<file path="src/rtl/cav_pkg.sv">
package cav_pkg;
    localparam int ADDR_W    = 64;
    localparam int CNT_W     = 32;
    localparam int THR_W     = 32;
    localparam int PAW_W     = 6;
    localparam int LIM_W     = 7;
    localparam int MIN_PA    = 32;
    localparam int MAX_PA    = 52;
    localparam int MAX_TGT   = 4;
    localparam int PAGE_LSB  = 12;
    localparam int ENTRY_LSB = 4;
    localparam int EXT_W     = ADDR_W + CNT_W + ENTRY_LSB + 1;
    localparam int NUM_CK    = 13;
    localparam int CK_W      = $clog2(NUM_CK);

    typedef enum logic [1:0] {ST_IDLE, ST_SCAN, ST_REPORT} seq_state_e;

    typedef enum logic [CK_W-1:0] {
        CK_TGT      = 4'd0,
        CK_IOA      = 4'd1,
        CK_IOB      = 4'd2,
        CK_VPRIO    = 4'd3,
        CK_THR_HI   = 4'd4,
        CK_THR_CMP  = 4'd5,
        CK_VNMI     = 4'd6,
        CK_NMIW     = 4'd7,
        CK_ICA      = 4'd8,
        CK_ST_BASE  = 4'd9,
        CK_ST_END   = 4'd10,
        CK_LD_BASE  = 4'd11,
        CK_LD_END   = 4'd12
    } check_e;

    localparam check_e CK_LAST = CK_LD_END;

    localparam logic [1:0] FC_NONE = 2'd0;
    localparam logic [1:0] FC_EXEC = 2'd1;
    localparam logic [1:0] FC_EXIT = 2'd2;

    function automatic logic [1:0] class_of(check_e c);
        return (c >= CK_ST_BASE) ? FC_EXIT : FC_EXEC;
    endfunction
endpackage

</file>
<file path="src/rtl/cav_span_chk.sv">
module cav_span_chk #(
    parameter int VAL_W = 101,
    parameter int LIM_W = 7
) (
    input  logic [VAL_W-1:0] value,
    input  logic [LIM_W-1:0] limit,
    output logic             in_range
);
    logic [VAL_W-1:0] above;

    for (genvar i = 0; i < VAL_W; i++) begin : g_bit
        assign above[i] = (LIM_W'(i) >= limit);
    end

    assign in_range = ~|(value & above);
endmodule

</file>
<file path="src/rtl/cav_eval.sv">
module cav_eval
    import cav_pkg::*;
(
    input  check_e             idx,
    input  logic               use_io_bitmap,
    input  logic               use_prio_shadow,
    input  logic               vic_eff,
    input  logic               nmi_exit,
    input  logic               virt_nmi,
    input  logic               nmi_window_exit,
    input  logic [ADDR_W-1:0]  io_bitmap_a,
    input  logic [ADDR_W-1:0]  io_bitmap_b,
    input  logic [ADDR_W-1:0]  vprio_page,
    input  logic [ADDR_W-1:0]  ic_access_page,
    input  logic [ADDR_W-1:0]  exit_store_addr,
    input  logic [CNT_W-1:0]   exit_store_cnt,
    input  logic [ADDR_W-1:0]  exit_load_addr,
    input  logic [CNT_W-1:0]   exit_load_cnt,
    input  logic [CNT_W-1:0]   target_cnt,
    input  logic [THR_W-1:0]   prio_threshold,
    input  logic [3:0]         shadow_prio,
    input  logic [LIM_W-1:0]   limit,
    output logic               chk_fail
);
    logic [ADDR_W-1:0] sel_addr;
    logic [CNT_W-1:0]  sel_cnt;
    logic [EXT_W-1:0]  base_ext;
    logic [EXT_W-1:0]  last_ext;
    logic              base_ok;
    logic              last_ok;
    logic              page_bad;
    logic              entry_bad;
    logic              cnt_nz;

    always_comb begin
        sel_addr = '0;
        sel_cnt  = '0;
        unique case (idx)
            CK_IOA:                 sel_addr = io_bitmap_a;
            CK_IOB:                 sel_addr = io_bitmap_b;
            CK_VPRIO:               sel_addr = vprio_page;
            CK_ICA:                 sel_addr = ic_access_page;
            CK_ST_BASE, CK_ST_END: begin
                sel_addr = exit_store_addr;
                sel_cnt  = exit_store_cnt;
            end
            CK_LD_BASE, CK_LD_END: begin
                sel_addr = exit_load_addr;
                sel_cnt  = exit_load_cnt;
            end
            default: ;
        endcase
    end

    assign base_ext  = EXT_W'(sel_addr);
    assign last_ext  = base_ext + (EXT_W'(sel_cnt) << ENTRY_LSB) - EXT_W'(1);
    assign page_bad  = |sel_addr[PAGE_LSB-1:0];
    assign entry_bad = |sel_addr[ENTRY_LSB-1:0];
    assign cnt_nz    = |sel_cnt;

    cav_span_chk #(.VAL_W(EXT_W), .LIM_W(LIM_W)) u_base_span (
        .value    (base_ext),
        .limit    (limit),
        .in_range (base_ok)
    );

    cav_span_chk #(.VAL_W(EXT_W), .LIM_W(LIM_W)) u_last_span (
        .value    (last_ext),
        .limit    (limit),
        .in_range (last_ok)
    );

    always_comb begin
        chk_fail = 1'b0;
        unique case (idx)
            CK_TGT:     chk_fail = target_cnt > CNT_W'(MAX_TGT);
            CK_IOA,
            CK_IOB:     chk_fail = use_io_bitmap && (page_bad || !base_ok);
            CK_VPRIO:   chk_fail = use_prio_shadow && (page_bad || !base_ok);
            CK_THR_HI:  chk_fail = use_prio_shadow && (|prio_threshold[THR_W-1:4]);
            CK_THR_CMP: chk_fail = use_prio_shadow && !vic_eff
                                   && (prio_threshold[3:0] > shadow_prio);
            CK_VNMI:    chk_fail = !nmi_exit && virt_nmi;
            CK_NMIW:    chk_fail = !virt_nmi && nmi_window_exit;
            CK_ICA:     chk_fail = vic_eff && (page_bad || !base_ok);
            CK_ST_BASE,
            CK_LD_BASE: chk_fail = cnt_nz && (entry_bad || !base_ok);
            CK_ST_END,
            CK_LD_END:  chk_fail = cnt_nz && !last_ok;
            default:    chk_fail = 1'b0;
        endcase
    end
endmodule

</file>
<file path="src/rtl/cav_seq.sv">
module cav_seq
    import cav_pkg::*;
(
    input  logic       clk,
    input  logic       rst_n,
    input  logic       start,
    input  logic       chk_fail,
    output check_e     idx,
    output logic       busy,
    output logic       done,
    output logic       pass,
    output logic [1:0] fail_class,
    output logic [3:0] fail_idx
);
    seq_state_e state, state_nx;
    logic       scan_end;

    assign scan_end = chk_fail || (idx == CK_LAST);
    assign busy     = (state == ST_SCAN);

    always_ff @(posedge clk) begin
        if (!rst_n) state <= ST_IDLE;
        else        state <= state_nx;
    end

    always_comb begin
        state_nx = state;
        unique case (state)
            ST_IDLE:   if (start) state_nx = ST_SCAN;
            ST_SCAN:   if (scan_end) state_nx = ST_REPORT;
            ST_REPORT: state_nx = start ? ST_SCAN : ST_IDLE;
            default:   state_nx = ST_IDLE;
        endcase
    end

    always_ff @(posedge clk) begin
        if (!rst_n) begin
            idx        <= CK_TGT;
            done       <= 1'b0;
            pass       <= 1'b0;
            fail_class <= FC_NONE;
            fail_idx   <= '0;
        end else begin
            done <= 1'b0;
            unique case (state)
                ST_IDLE, ST_REPORT: begin
                    if (start) begin
                        idx        <= CK_TGT;
                        pass       <= 1'b0;
                        fail_class <= FC_NONE;
                        fail_idx   <= '0;
                    end
                end
                ST_SCAN: begin
                    if (chk_fail) begin
                        done       <= 1'b1;
                        pass       <= 1'b0;
                        fail_idx   <= 4'(idx);
                        fail_class <= class_of(idx);
                    end else if (idx == CK_LAST) begin
                        done <= 1'b1;
                        pass <= 1'b1;
                    end else begin
                        idx <= check_e'(idx + 1'b1);
                    end
                end
                default: ;
            endcase
        end
    end
endmodule

</file>
<file path="src/rtl/ctl_addr_validator.sv">
module ctl_addr_validator
    import cav_pkg::*;
(
    input  logic              clk,
    input  logic              rst_n,
    input  logic              start,
    input  logic              use_io_bitmap,
    input  logic              use_prio_shadow,
    input  logic              virt_ic_access,
    input  logic              nmi_exit,
    input  logic              virt_nmi,
    input  logic              nmi_window_exit,
    input  logic              secondary_on,
    input  logic [63:0]       io_bitmap_a,
    input  logic [63:0]       io_bitmap_b,
    input  logic [63:0]       vprio_page,
    input  logic [63:0]       ic_access_page,
    input  logic [63:0]       exit_store_addr,
    input  logic [31:0]       exit_store_cnt,
    input  logic [63:0]       exit_load_addr,
    input  logic [31:0]       exit_load_cnt,
    input  logic [31:0]       target_cnt,
    input  logic [31:0]       prio_threshold,
    input  logic [3:0]        shadow_prio,
    input  logic [5:0]        pa_width,
    input  logic              mode32,
    output logic              busy,
    output logic              done,
    output logic              pass,
    output logic [1:0]        fail_class,
    output logic [3:0]        fail_idx
);
    check_e           idx;
    logic             chk_fail;
    logic             vic_eff;
    logic [LIM_W-1:0] limit;

    assign vic_eff = secondary_on && virt_ic_access;

    always_comb begin
        if (mode32)                          limit = LIM_W'(MIN_PA);
        else if (pa_width < PAW_W'(MIN_PA))  limit = LIM_W'(MIN_PA);
        else if (pa_width > PAW_W'(MAX_PA))  limit = LIM_W'(MAX_PA);
        else                                 limit = LIM_W'(pa_width);
    end

    cav_eval u_eval (
        .idx             (idx),
        .use_io_bitmap   (use_io_bitmap),
        .use_prio_shadow (use_prio_shadow),
        .vic_eff         (vic_eff),
        .nmi_exit        (nmi_exit),
        .virt_nmi        (virt_nmi),
        .nmi_window_exit (nmi_window_exit),
        .io_bitmap_a     (io_bitmap_a),
        .io_bitmap_b     (io_bitmap_b),
        .vprio_page      (vprio_page),
        .ic_access_page  (ic_access_page),
        .exit_store_addr (exit_store_addr),
        .exit_store_cnt  (exit_store_cnt),
        .exit_load_addr  (exit_load_addr),
        .exit_load_cnt   (exit_load_cnt),
        .target_cnt      (target_cnt),
        .prio_threshold  (prio_threshold),
        .shadow_prio     (shadow_prio),
        .limit           (limit),
        .chk_fail        (chk_fail)
    );

    cav_seq u_seq (
        .clk        (clk),
        .rst_n      (rst_n),
        .start      (start),
        .chk_fail   (chk_fail),
        .idx        (idx),
        .busy       (busy),
        .done       (done),
        .pass       (pass),
        .fail_class (fail_class),
        .fail_idx   (fail_idx)
    );
endmodule

</file>
<file path="config.mk">
export PLATFORM = sky130hd
export DESIGN_NAME = ctl_addr_validator
export DESIGN_NICKNAME = d
export VERILOG_FILES = /design/src/rtl/cav_pkg.sv /design/src/rtl/cav_span_chk.sv /design/src/rtl/cav_eval.sv /design/src/rtl/cav_seq.sv /design/src/rtl/ctl_addr_validator.sv
export SDC_FILE = /design/constraint.sdc
export NUM_CORES = 1
export LEC_CHECK = 0
export BUFFER_PORTS_ARGS = -buffer_cell sky130_fd_sc_hd__buf_2
export CAP_MARGIN = 25
export CELL_PAD_IN_SITES_DETAIL_PLACEMENT = 1
export CELL_PAD_IN_SITES_GLOBAL_PLACEMENT = 1
export CORE_AREA = 2 2 213 215
export CTS_BUF_LIST = sky130_fd_sc_hd__clkbuf_16
export DETAILED_ROUTE_END_ITERATION = 10
export DIE_AREA = 0 0 215 217
export GPL_TIMING_DRIVEN = 0
export PLACE_DENSITY = 0.71
export SETUP_SLACK_MARGIN = 0.1
export SYNTH_ARGS = -nofsm -noshare
export SYNTH_HDL_FRONTEND = slang
export SYNTH_SLANG_ARGS = --single-unit
export TNS_END_PERCENT = 1
</file>
<file path="constraint.sdc">
create_clock -name clk -period 24 [get_ports clk]
set_clock_uncertainty 0.2 [all_clocks]
set_input_delay 4.8 -clock clk [delete_from_list [all_inputs] [get_ports clk]]
set_output_delay 4.8 -clock clk [all_outputs]
set_load 0.02 [all_outputs]
</file>
# After elaboration in Yosys (flattened, before gate mapping)
# Index checks and enable logic that the tools add are counted.
[totals]
reg_bits = 14
latch_bits = 0
mem_bits_rw = 0
romBits = 0
input_bits = 533
output_inout_bits = 9
memories = 0
[classes]
addsub = 3
multipliers = 0
n_div = 0
order_cmp = 106
eq_ne = 21
shifts = 0
muxes = 26
n_bitwise = 2
reduce_logical = 37
[ops]
columns = ["operator", "n"]
rows = [
  ["$pmux W64 S6", 1],
  ["$ge A7 B6 Y1 const A", 37],
  ["$reduce_or A101 Y1", 2],
  ["$ge A6 B6 Y1 const A", 32],
  ["$and A101 B101 Y101", 1],
  ["$and A64 B101 Y101", 1],
  ["$sub A101 B1 Y101 const B", 1],
  ["$ge A5 B6 Y1 const A", 16],
  ["$add A64 B36 Y65", 1],
  ["$pmux W32 S2", 1],
  ["$ge A4 B6 Y1 const A", 8],
  ["$gt A32 B3 Y1 const B", 1],
  ["$reduce_or A32 Y1", 1],
  ["$reduce_or A28 Y1", 1],
  ["$ge A3 B6 Y1 const A", 4],
  ["$eq A4 B4 Y1 const B", 5],
  ["$mux W6", 3],
  ["$eq A4 B3 Y1 const B", 4],
  ["$mux W4", 4],
  ["$pmux W4 S2", 2],
  ["$ge A1 B6 Y1 const A", 2],
  ["$ge A2 B6 Y1 const A", 2],
  ["$reduce_or A12 Y1", 1],
  ["$reduce_or A2 Y1", 6],
  ["28 further kinds", 58],
]

# Depth between registers and ports, before layout
# Gate-level depths: netlist (run 1).
[logic_depth]
ltp_word = 13
ltp_mapped = 31
mapped_depth_nobuf = 23

# By module
# Synthesis (run 1) repeated with hierarchy kept, for this count alone.
[hier_totals]
cells_unflattened = 1773
hier_area_um2 = 11297.1
[by_module_without_submodules]
columns = ["module", "n_inst", "cells_per_inst", "area_per_inst_um2", "seq_area_each_um2"]
rows = [
  ["cav_eval", 1, 1219, 7734.9, 0.0],
  ["cav_span_chk", 2, 234, 1423.9, 0.0],
  ["cav_seq", 1, 75, 641.9, 280.3],
  ["ctl_addr_validator", 1, 11, 72.6, 0.0],
]

# Worst setup path after synthesis (run 1)
# Ideal clock, no wire load.
[synth_timing]
kind = "input-to-reg"
from = "input io_bitmap_b[4]"
to = "register u_seq.fail_class[1]"
arrival_time_ns = 10.237
slack_ns = 13.430
stages = 19
path_buffers = 0
path_cell_list = "a22o_1 > or3_1 > ha_1 > fa_1 > a211o_1 > a211o_1 > nand4_1 > a211oi_1 > or3_1 > a221oi_1 > and2_1 > or4b_2 > or4_1 > xnor2_1 > a2111oi_0 > nand4b_1 > o31ai_4 > nor2_2 > mux2i_1"
[synth_between]
elab_chain_len = 9
word_cells_on_any_way = 18
cone_classes = "add/sub: 2; eq/ne: 1; mux: 2; bitwise: 2; reduce/logical: 11"
[synth_rtl]
columns = ["item", "line_no", "text"]
rows = [
  ["start, declared", "ctl_addr_validator.sv:15", "input logic [63:0] io_bitmap_b,"],
  ["$pmux W64 S6 (*)", "cav_eval.sv:38", "unique case (idx)"],
  ["$add A64 B36 Y65", "cav_eval.sv:56", "assign last_ext = base_ext + (EXT_W'(sel_cnt) << ENTRY_LSB) - EXT_W'(1);"],
  ["$sub A101 B1 Y101", "cav_eval.sv:56", ""],
  ["$and A101 B101 Y101", "cav_span_chk.sv:15", "assign in_range = ~|(value & above);"],
  ["$reduce_or A101 Y1", "cav_span_chk.sv:15", ""],
  ["$logic_and A1 B1 Y1", "cav_eval.sv:89", "CK_LD_END: chk_fail = cnt_nz && !last_ok;"],
  ["$pmux W1 S10 (*)", "cav_eval.sv:75", "unique case (idx)"],
  ["$ne A2 B1 Y1 (no source line) (*)", "-", ""],
  ["$reduce_and A3 Y1 (no source line) (*)", "-", ""],
  ["end signal, assigned", "cav_seq.sv:59", "fail_class <= class_of(idx);"],
  ["end, declared", "cav_seq.sv:12", "output logic [1:0] fail_class,"],
]
# Mark *: on every way between the ends. The rest lies on a longest branch, timed or not.
# A chain may end at the register's enable or synchronous reset.

# Worst setup path after layout (run 1)
[layout_timing]
from = "input vprio_page[9]"
to = "register u_seq.fail_class[0]"
[layout_between]
elab_chain_len = 9
word_cells_on_any_way = 18
cone_classes = "add/sub: 2; eq/ne: 1; mux: 2; bitwise: 2; reduce/logical: 11"
[layout_rtl]
columns = ["item", "line_no", "text"]
rows = [
  ["start, declared", "ctl_addr_validator.sv:16", "input logic [63:0] vprio_page,"],
  ["$pmux W64 S6 (*)", "cav_eval.sv:38", ""],
  ["$add A64 B36 Y65", "cav_eval.sv:56", ""],
  ["$sub A101 B1 Y101", "cav_eval.sv:56", ""],
  ["$and A101 B101 Y101", "cav_span_chk.sv:15", ""],
  ["$reduce_or A101 Y1", "cav_span_chk.sv:15", ""],
  ["$logic_and A1 B1 Y1", "cav_eval.sv:89", ""],
  ["$pmux W1 S10 (*)", "cav_eval.sv:75", ""],
  ["$ne A2 B1 Y1 (no source line) (*)", "-", ""],
  ["$reduce_and A3 Y1 (no source line) (*)", "-", ""],
]
# Marks and branches as above.

==> results of run 1 <==
==> through the flow <==
step                util (%)  cells  setup WS (ns)
finish                  27.6   2460          12.01
global route            27.6   2460          11.68
floorplan                  -   1303          13.43
CTS                     27.5   2453          12.11
detailed placement      27.3   2449          11.84
global placement        27.2   2443          11.64
==> power breakdown <==
part	internal (mW)	switching, mW	total [mW]
combinational	0.0350	0.0317	0.0667
sequential	0.0236	0.000141	0.0238
clock	0.0221	0.0105	0.0326
total	0.0808	0.0424	0.123
==> state kept, by name (all words and copies together) (netlist names) <==
name	count
u_seq.done	1
u_seq.fail_class	2
u_seq.fail_idx	4
u_seq.idx	4
u_seq.pass	1
u_seq.state	2
==> metal layers <==
layer	vias up	track usage, %	share of wire, %
met5	-	0	0
met4	0	18.3	7.4
met3	159	3.84	6.3
met2	783	50.2	48
met1	6867	31.6	38
li1	6419	-	-
==> path summary, 6_finish.rpt <==
check / startpoint / to / slack, ns / depth (start not counted)
min: u_seq.fail_idx[2] / u_seq.fail_idx[2] / 0.26 / 2
min reg2reg: u_seq.fail_idx[2] / u_seq.fail_idx[2] / 0.26 / 2
max: vprio_page[9] / u_seq.fail_class[0] / 12.01 / 22
max reg2reg: u_seq.idx[1] / u_seq.fail_class[0] / 13.05 / 30
==> worst max-delay path, stage by stage <==
cell and delay, ns:
buf_2 0.10, a22o_1 0.20, a222oi_1 0.30, o21ai_0 0.32, ha_1 0.36, clkbuf_1 0.33, nand4_1 0.26, nor4_1 0.35
a211o_1 0.35, a221o_1 0.20, clkbuf_1 0.38, o21ai_2 0.28, nor3_1 0.30, xor2_1 0.48, nand4_1 0.29, or4_1 0.65
a22oi_1 0.30, o211ai_1 0.14, or4_1 0.62, o31ai_4 0.51, nor2_2 0.21, mux2i_1 0.16
==> synth_stat cells, types with 10 or more instances <==
| master | count | share of area (%) |
|---|---|---|
| or4_1 | 12 | 1.0 |
| xor2_1 | 13 | 1.3 |
| a211o_1 | 14 | 1.4 |
| buf_2 | 26 | 1.5 |
| buf_1 | 10 | 0.43 |
| a22o_1 | 39 | 3.9 |
| a21oi_1 | 93 | 5.3 |
| a211oi_1 | 24 | 2.1 |
| xnor2_1 | 25 | 2.5 |
| o2bb2ai_1 | 19 | 1.9 |
| a22oi_1 | 46 | 4.0 |
| nor2_1 | 75 | 3.2 |
| and2_1 | 12 | 0.86 |
| inv_1 | 22 | 0.95 |
| nor4_1 | 42 | 3.0 |
| ha_1 | 43 | 6.2 |
| or3_1 | 10 | 0.72 |
| and3_1 | 19 | 1.4 |
| nand2_1 | 135 | 5.8 |
| a221oi_1 | 24 | 2.4 |
| nand2b_1 | 11 | 0.79 |
| o21a_1 | 24 | 2.1 |
| nand3b_1 | 24 | 2.1 |
| nand4_1 | 45 | 3.2 |
| a311oi_1 | 11 | 1.1 |
| a21o_1 | 13 | 1.1 |
| clkbuf_1 | 59 | 2.5 |
| dfxtp_1 | 14 | 3.2 |
| a222oi_1 | 31 | 3.6 |
| nor3_1 | 35 | 2.0 |
| nand3_1 | 68 | 3.9 |
| o21ai_0 | 58 | 3.3 |
| mux2i_1 | 12 | 1.4 |
| o211ai_1 | 24 | 2.1 |
==> cell families (layout without fill, tap and decap cells) <==
kind of cell    after synthesis  after routing  share of synthesized area, %
xor+xnor                     38             38                          3.82
simple gates                536            536                          32.9
mux                          14             14                          1.68
compound gates              531            531                          45.6
fa+ha+maj                    44             44                          6.40
buf+inv                     126            679                          6.36
flops                        14             14                          3.22
other cells                   0              4                             0
==> layout by cell type (no fill, tap or decap), types with 25 or more instances in the layout <==
master	instances
a21oi_1	93
a222oi_1	31
a22o_1	39
a22oi_1	46
buf_2	568
clkbuf_1	59
ha_1	43
nand2_1	135
nand3_1	68
nand4_1	45
nor2_1	75
nor3_1	35
nor4_1	42
o21ai_0	58
xnor2_1	25
==> area by class of cell <==
cell class,count,area (µm²)
fill,5856,32400
buffer,104,472
clock buffer,3,75.1
sequential,14,280
timing repair buffer,549,2770
clock inverter,1,3.75
multi-input combinational,1163,7890
inverter,22,82.6
tap,600,751
antenna,4,10.0
==> impl_results.md, run 1 <==
- Die ar.: 0.0467 mm²
- Htree depth: 1
- Worst path required time: 23.91 ns
- Hold crit path type: flop to flop
- Vias in the first global route: 14900
- CTS tree: yes
- Post-Syn Area: 0.00872 mm²
- FFs w/ async S/R, synth: 0%
- Number of max-cap violations: 0
- Layout cells sized above 1: 33.5%
- Post-synth EDFFs: 0
- GP Congestion: 1.01
- CTS Buffer Depth: 2
- TritonCTS Sinks: 14
- #FFs+latches synth: 14
- Pwr Density: 9.99 mW/mm²
- Worst Path Max Fanout: 10
- Synthesized area per cell: 6.69 µm²
- # setup viols final: 0
- Gr usage total: 28.2%
- Yosys warns: 0
- Endpoints failing hold: 0
- WL final: 69000 µm
- Port-buffer cells: 540
- Total grt overflow: 0
- # DRC: 0
- Tmin final: 11.99 ns
- Hold buffers post-CTS: 0
- Sequential area share after synthesis: 3.22%
- Slew @ Worst Pin: 1.01 ns
- Initial drt markers: 1375
- Area Overhead vs Synth: 41.4%
- CORE AREA: 0.0447 mm²
- Worst Path Arrival: 11.91 ns
- Initial antenna violation count: 4
- Synth Instances: 1303
- Post-CTS setup buffer count: 0
- Design Area, Final: 0.0123 mm²
- Die height: 217 µm
- Unrepaired setup endpoints after global routing: false
- Largest net degree at the start of global routing: 11
- Clock transition at path regs: 0.05 ns
- Synth cell types: 93
- Fin crit share: 50.0%
- Fmax: 83.4 MHz
- Most used DFF post-synth: dfxtp_1
- Hold_ws: 0.259 ns
- Die X: 215 µm
- Clk Latency, worst-skew pair: 0.25 ns
- Synth Net Count: 1880
- TritonCTS buffer count: 3
- DR vias: 14200
- Initial core utilization: 19.5%
- First-pass GRT wire length: 98900 µm
- Wire per inst: 28.0 µm
- Hpwl dp: 60200 µm
- Leak: 5.57 nW
- Clock Tree Root: clkbuf_16
- Row count: 78
- Worst slew margin: 32.7%
- Fin nets: 2434
- Drt via density: 5.78
- Power consumption: 0.123 mW
- Slew Limit Fails: 0
- Crit start category: primary input
- Placed inst area: 0.0122 mm²
- Crit end category: flop
- WS Path Type: primary input to flop
- I/O pin count: 542
- Max VDD drop: 0.0000176 V
- Post-CTS Resized: 0
- Status: completed
- DRT antenna net count: 0
- Setup TNS: 0 ns
- Drt pass-1 iters: 6
(Power assumes the default switching activity.)
==> inputs of run 2 (changes only) <==
--- a/config.mk
+++ b/config.mk
@@ -9,12 +9,12 @@
 export CAP_MARGIN = 25
 export CELL_PAD_IN_SITES_DETAIL_PLACEMENT = 1
 export CELL_PAD_IN_SITES_GLOBAL_PLACEMENT = 1
-export CORE_AREA = 2 2 213 215
+export CORE_AREA = 2 2 212 214
 export CTS_BUF_LIST = sky130_fd_sc_hd__clkbuf_16
 export DETAILED_ROUTE_END_ITERATION = 10
-export DIE_AREA = 0 0 215 217
+export DIE_AREA = 0 0 214 216
 export GPL_TIMING_DRIVEN = 0
-export PLACE_DENSITY = 0.71
+export PLACE_DENSITY = 0.73
 export SETUP_SLACK_MARGIN = 0.1
 export SYNTH_ARGS = -nofsm -noshare
 export SYNTH_HDL_FRONTEND = slang
==> constraint.sdc (replaced) <==
create_clock -name clk -period 9.8 [get_ports clk]
set_clock_uncertainty 0.2 [all_clocks]
set_input_delay 1.96 -clock clk [delete_from_list [all_inputs] [get_ports clk]]
set_output_delay 1.96 -clock clk [all_outputs]
set_load 0.02 [all_outputs]
==> impl_results.md, run 2 (synthesized netlist as in run 1, its figures left out) <==
- Vias in the first global route: 14600
- # setup viols final: 0
- Worst Path Arrival: 9.25 ns
- Internal: 0.198 mW
- WL final: 67900 µm
- DR vias: 14200
- Row count: 77
- Comb power frac: 53.9%
- DRT antenna net count: 0
- P_sw: 0.0976 mW
- Status: completed
- Area Overhead vs Synth: 41.9%
- Hold buffers post-CTS: 0
- Max VDD drop: 0.0000422 V
- Leak: 5.62 nW
- Initial drt markers: 1198
- CTS tree: yes
- CP peak stage delay: 0.75 ns
- TritonCTS Sinks: 14
- Critical-path top delay cell: or4b_2
- Htree depth: 1
- Multi-input gate area: 0.00792 mm²
- Unrepaired setup endpoints after global routing: false
- Largest net degree at the start of global routing: 20
- Core Util, Final: 28.2%
- Worst Path Max Fanout: 10
- Clock Tree Root: clkbuf_16
- Fin crit share: 95.1%
- Fmax: 107 MHz
- Clock transition at path regs: 0.05 ns
- Die height: 216 µm
- Crit start category: flop
- Initial core utilization: 19.9%
- Pwr Density: 23.9 mW/mm²
- Global-route track usage on met1: 31.3%
- I/O pin count: 542
- Most frequent cells in the layout: buf_2, nand2_1, a21oi_1, nor2_1, nand3_1
- Clk Latency, worst-skew pair: 0.24 ns
- Top delay family on crit path: compound AO/OA/AOI/OAI gates
- Hpwl dp: 59600 µm
- Port-buffer cells: 540
- Gr usage total: 27.8%
- Die X: 214 µm
- CORE AREA: 0.0438 mm²
- First-pass GRT wire length: 97300 µm
- GP Congestion: 1.03
- # DRC: 0
- WS Path Type: flop to flop
- Layout cells sized above 1: 34.6%
- Commonest non-fill, non-tap cell in the layout: buf_2
- Power consumption: 0.295 mW
- Wire per inst: 27.7 µm
- TritonCTS buffer count: 3
- Drt via density: 5.81
- Fin nets: 2428
- Endpoints failing hold: 0
- Reg area: 280 µm²
- Leading registers by flop count: u_seq.fail_idx x4, u_seq.idx x4
- Buf+Inv Stages, Crit Path: 9
- Setup WS post-layout: 0.480 ns
- Crit end category: flop
- Drt pass-1 iters: 5
- Grt met3 use: 4.16%
- Worst slew margin: 25.8%
- Clock power share: 26.3%
- CTS Buffer Depth: 2
- Hold crit path type: flop to flop
- Total grt overflow: 0
- Tmin final: 9.32 ns
- Initial antenna violation count: 11
- Slew Limit Fails: 0
- Fill count: 5675
- Met2 Use GR: 50.3%
- Die ar.: 0.0462 mm²
- Worst path required time: 9.73 ns
- Slew @ Worst Pin: 1.11 ns
- Most used routing layer: met2
- Pre-CTS worst setup slack: -1.09 ns
- Switch share: 33.1%
- Number of max-cap violations: 0
- Seq pwr share: 19.7%
run 2: cell count changes in the layout (fill, tap and decap cells not counted), sizes merged:
| cell | previous run | this run |
|---|---|---|
| clkbuf | 64 | 57 |
| buf | 592 | 593 |
| diode | 4 | 8 |
run 2: what timing repair did:
action / in CTS / in global routing
endpoints found under the setup margin: 14 / 14
buffers inserted: 0 / 3
pin swaps: 0 / 2
endpoints found under the hold margin: 0 / 0
resized for setup: 10 / 13
run 2: final cells by class:
class | instances | share of cell area [%]
sequential | 14 | 2.27
clock inverter | 1 | 0.0304
timing repair buffer | 552 | 22.6
inverter | 22 | 0.668
tap | 592 | 5.99
buffer | 95 | 3.65
multi-input combinational | 1163 | 64.0
clock buffer | 3 | 0.607
antenna | 8 | 0.162
run 2: worst paths after layout:
path	slack, ns	to	from	depth (start not counted)
max	0.48	u_seq.idx[3]	u_seq.idx[1]	30
min	0.26	u_seq.fail_idx[1]	u_seq.fail_idx[1]	2
max reg2reg	0.48	u_seq.idx[3]	u_seq.idx[1]	30
min reg2reg	0.26	u_seq.fail_idx[1]	u_seq.fail_idx[1]	2
run 2: stage by stage:
| step | area (µm²) | hold slack, ns | TNS [ns] | instances |
|---|---|---|---|---|
| detailed placement | 12200 | 0.257 | -14.28 | 2440 |
| floorplan | 8720 | 0.272 | 0 | 1303 |
| finish | 12400 | 0.261 | 0 | 2450 |
| global placement | 12200 | 0.242 | -18.39 | 2435 |
| CTS | 12300 | 0.264 | 0 | 2441 |
| global route | 12400 | 0.293 | 0 | 2449 |
run 2: layer usage:
layer | share of wire (%) | vias to the layer above
met3 | 6.8 | 147
met1 | 38 | 6943
met5 | 0 | -
met4 | 5.9 | 0
li1 | - | 6399
met2 | 49 | 753
run 2: power by group through the flow:
stage                     clock network, mW  registers (mW)  logic (mW)
after floorplan                           0          0.0598      0.0226
after global placement                    0          0.0593       0.155
after detailed placement                  0          0.0593       0.157
after CTS                            0.0799          0.0582       0.158
after global routing                 0.0816          0.0582       0.169
final                                0.0777          0.0582       0.159
run 2: tightest hold or removal path, cell delays in order (launching register included):
cell and delay [ns]:
dfxtp_1 0.31, nand2_1 0.05, mux2i_1 0.05
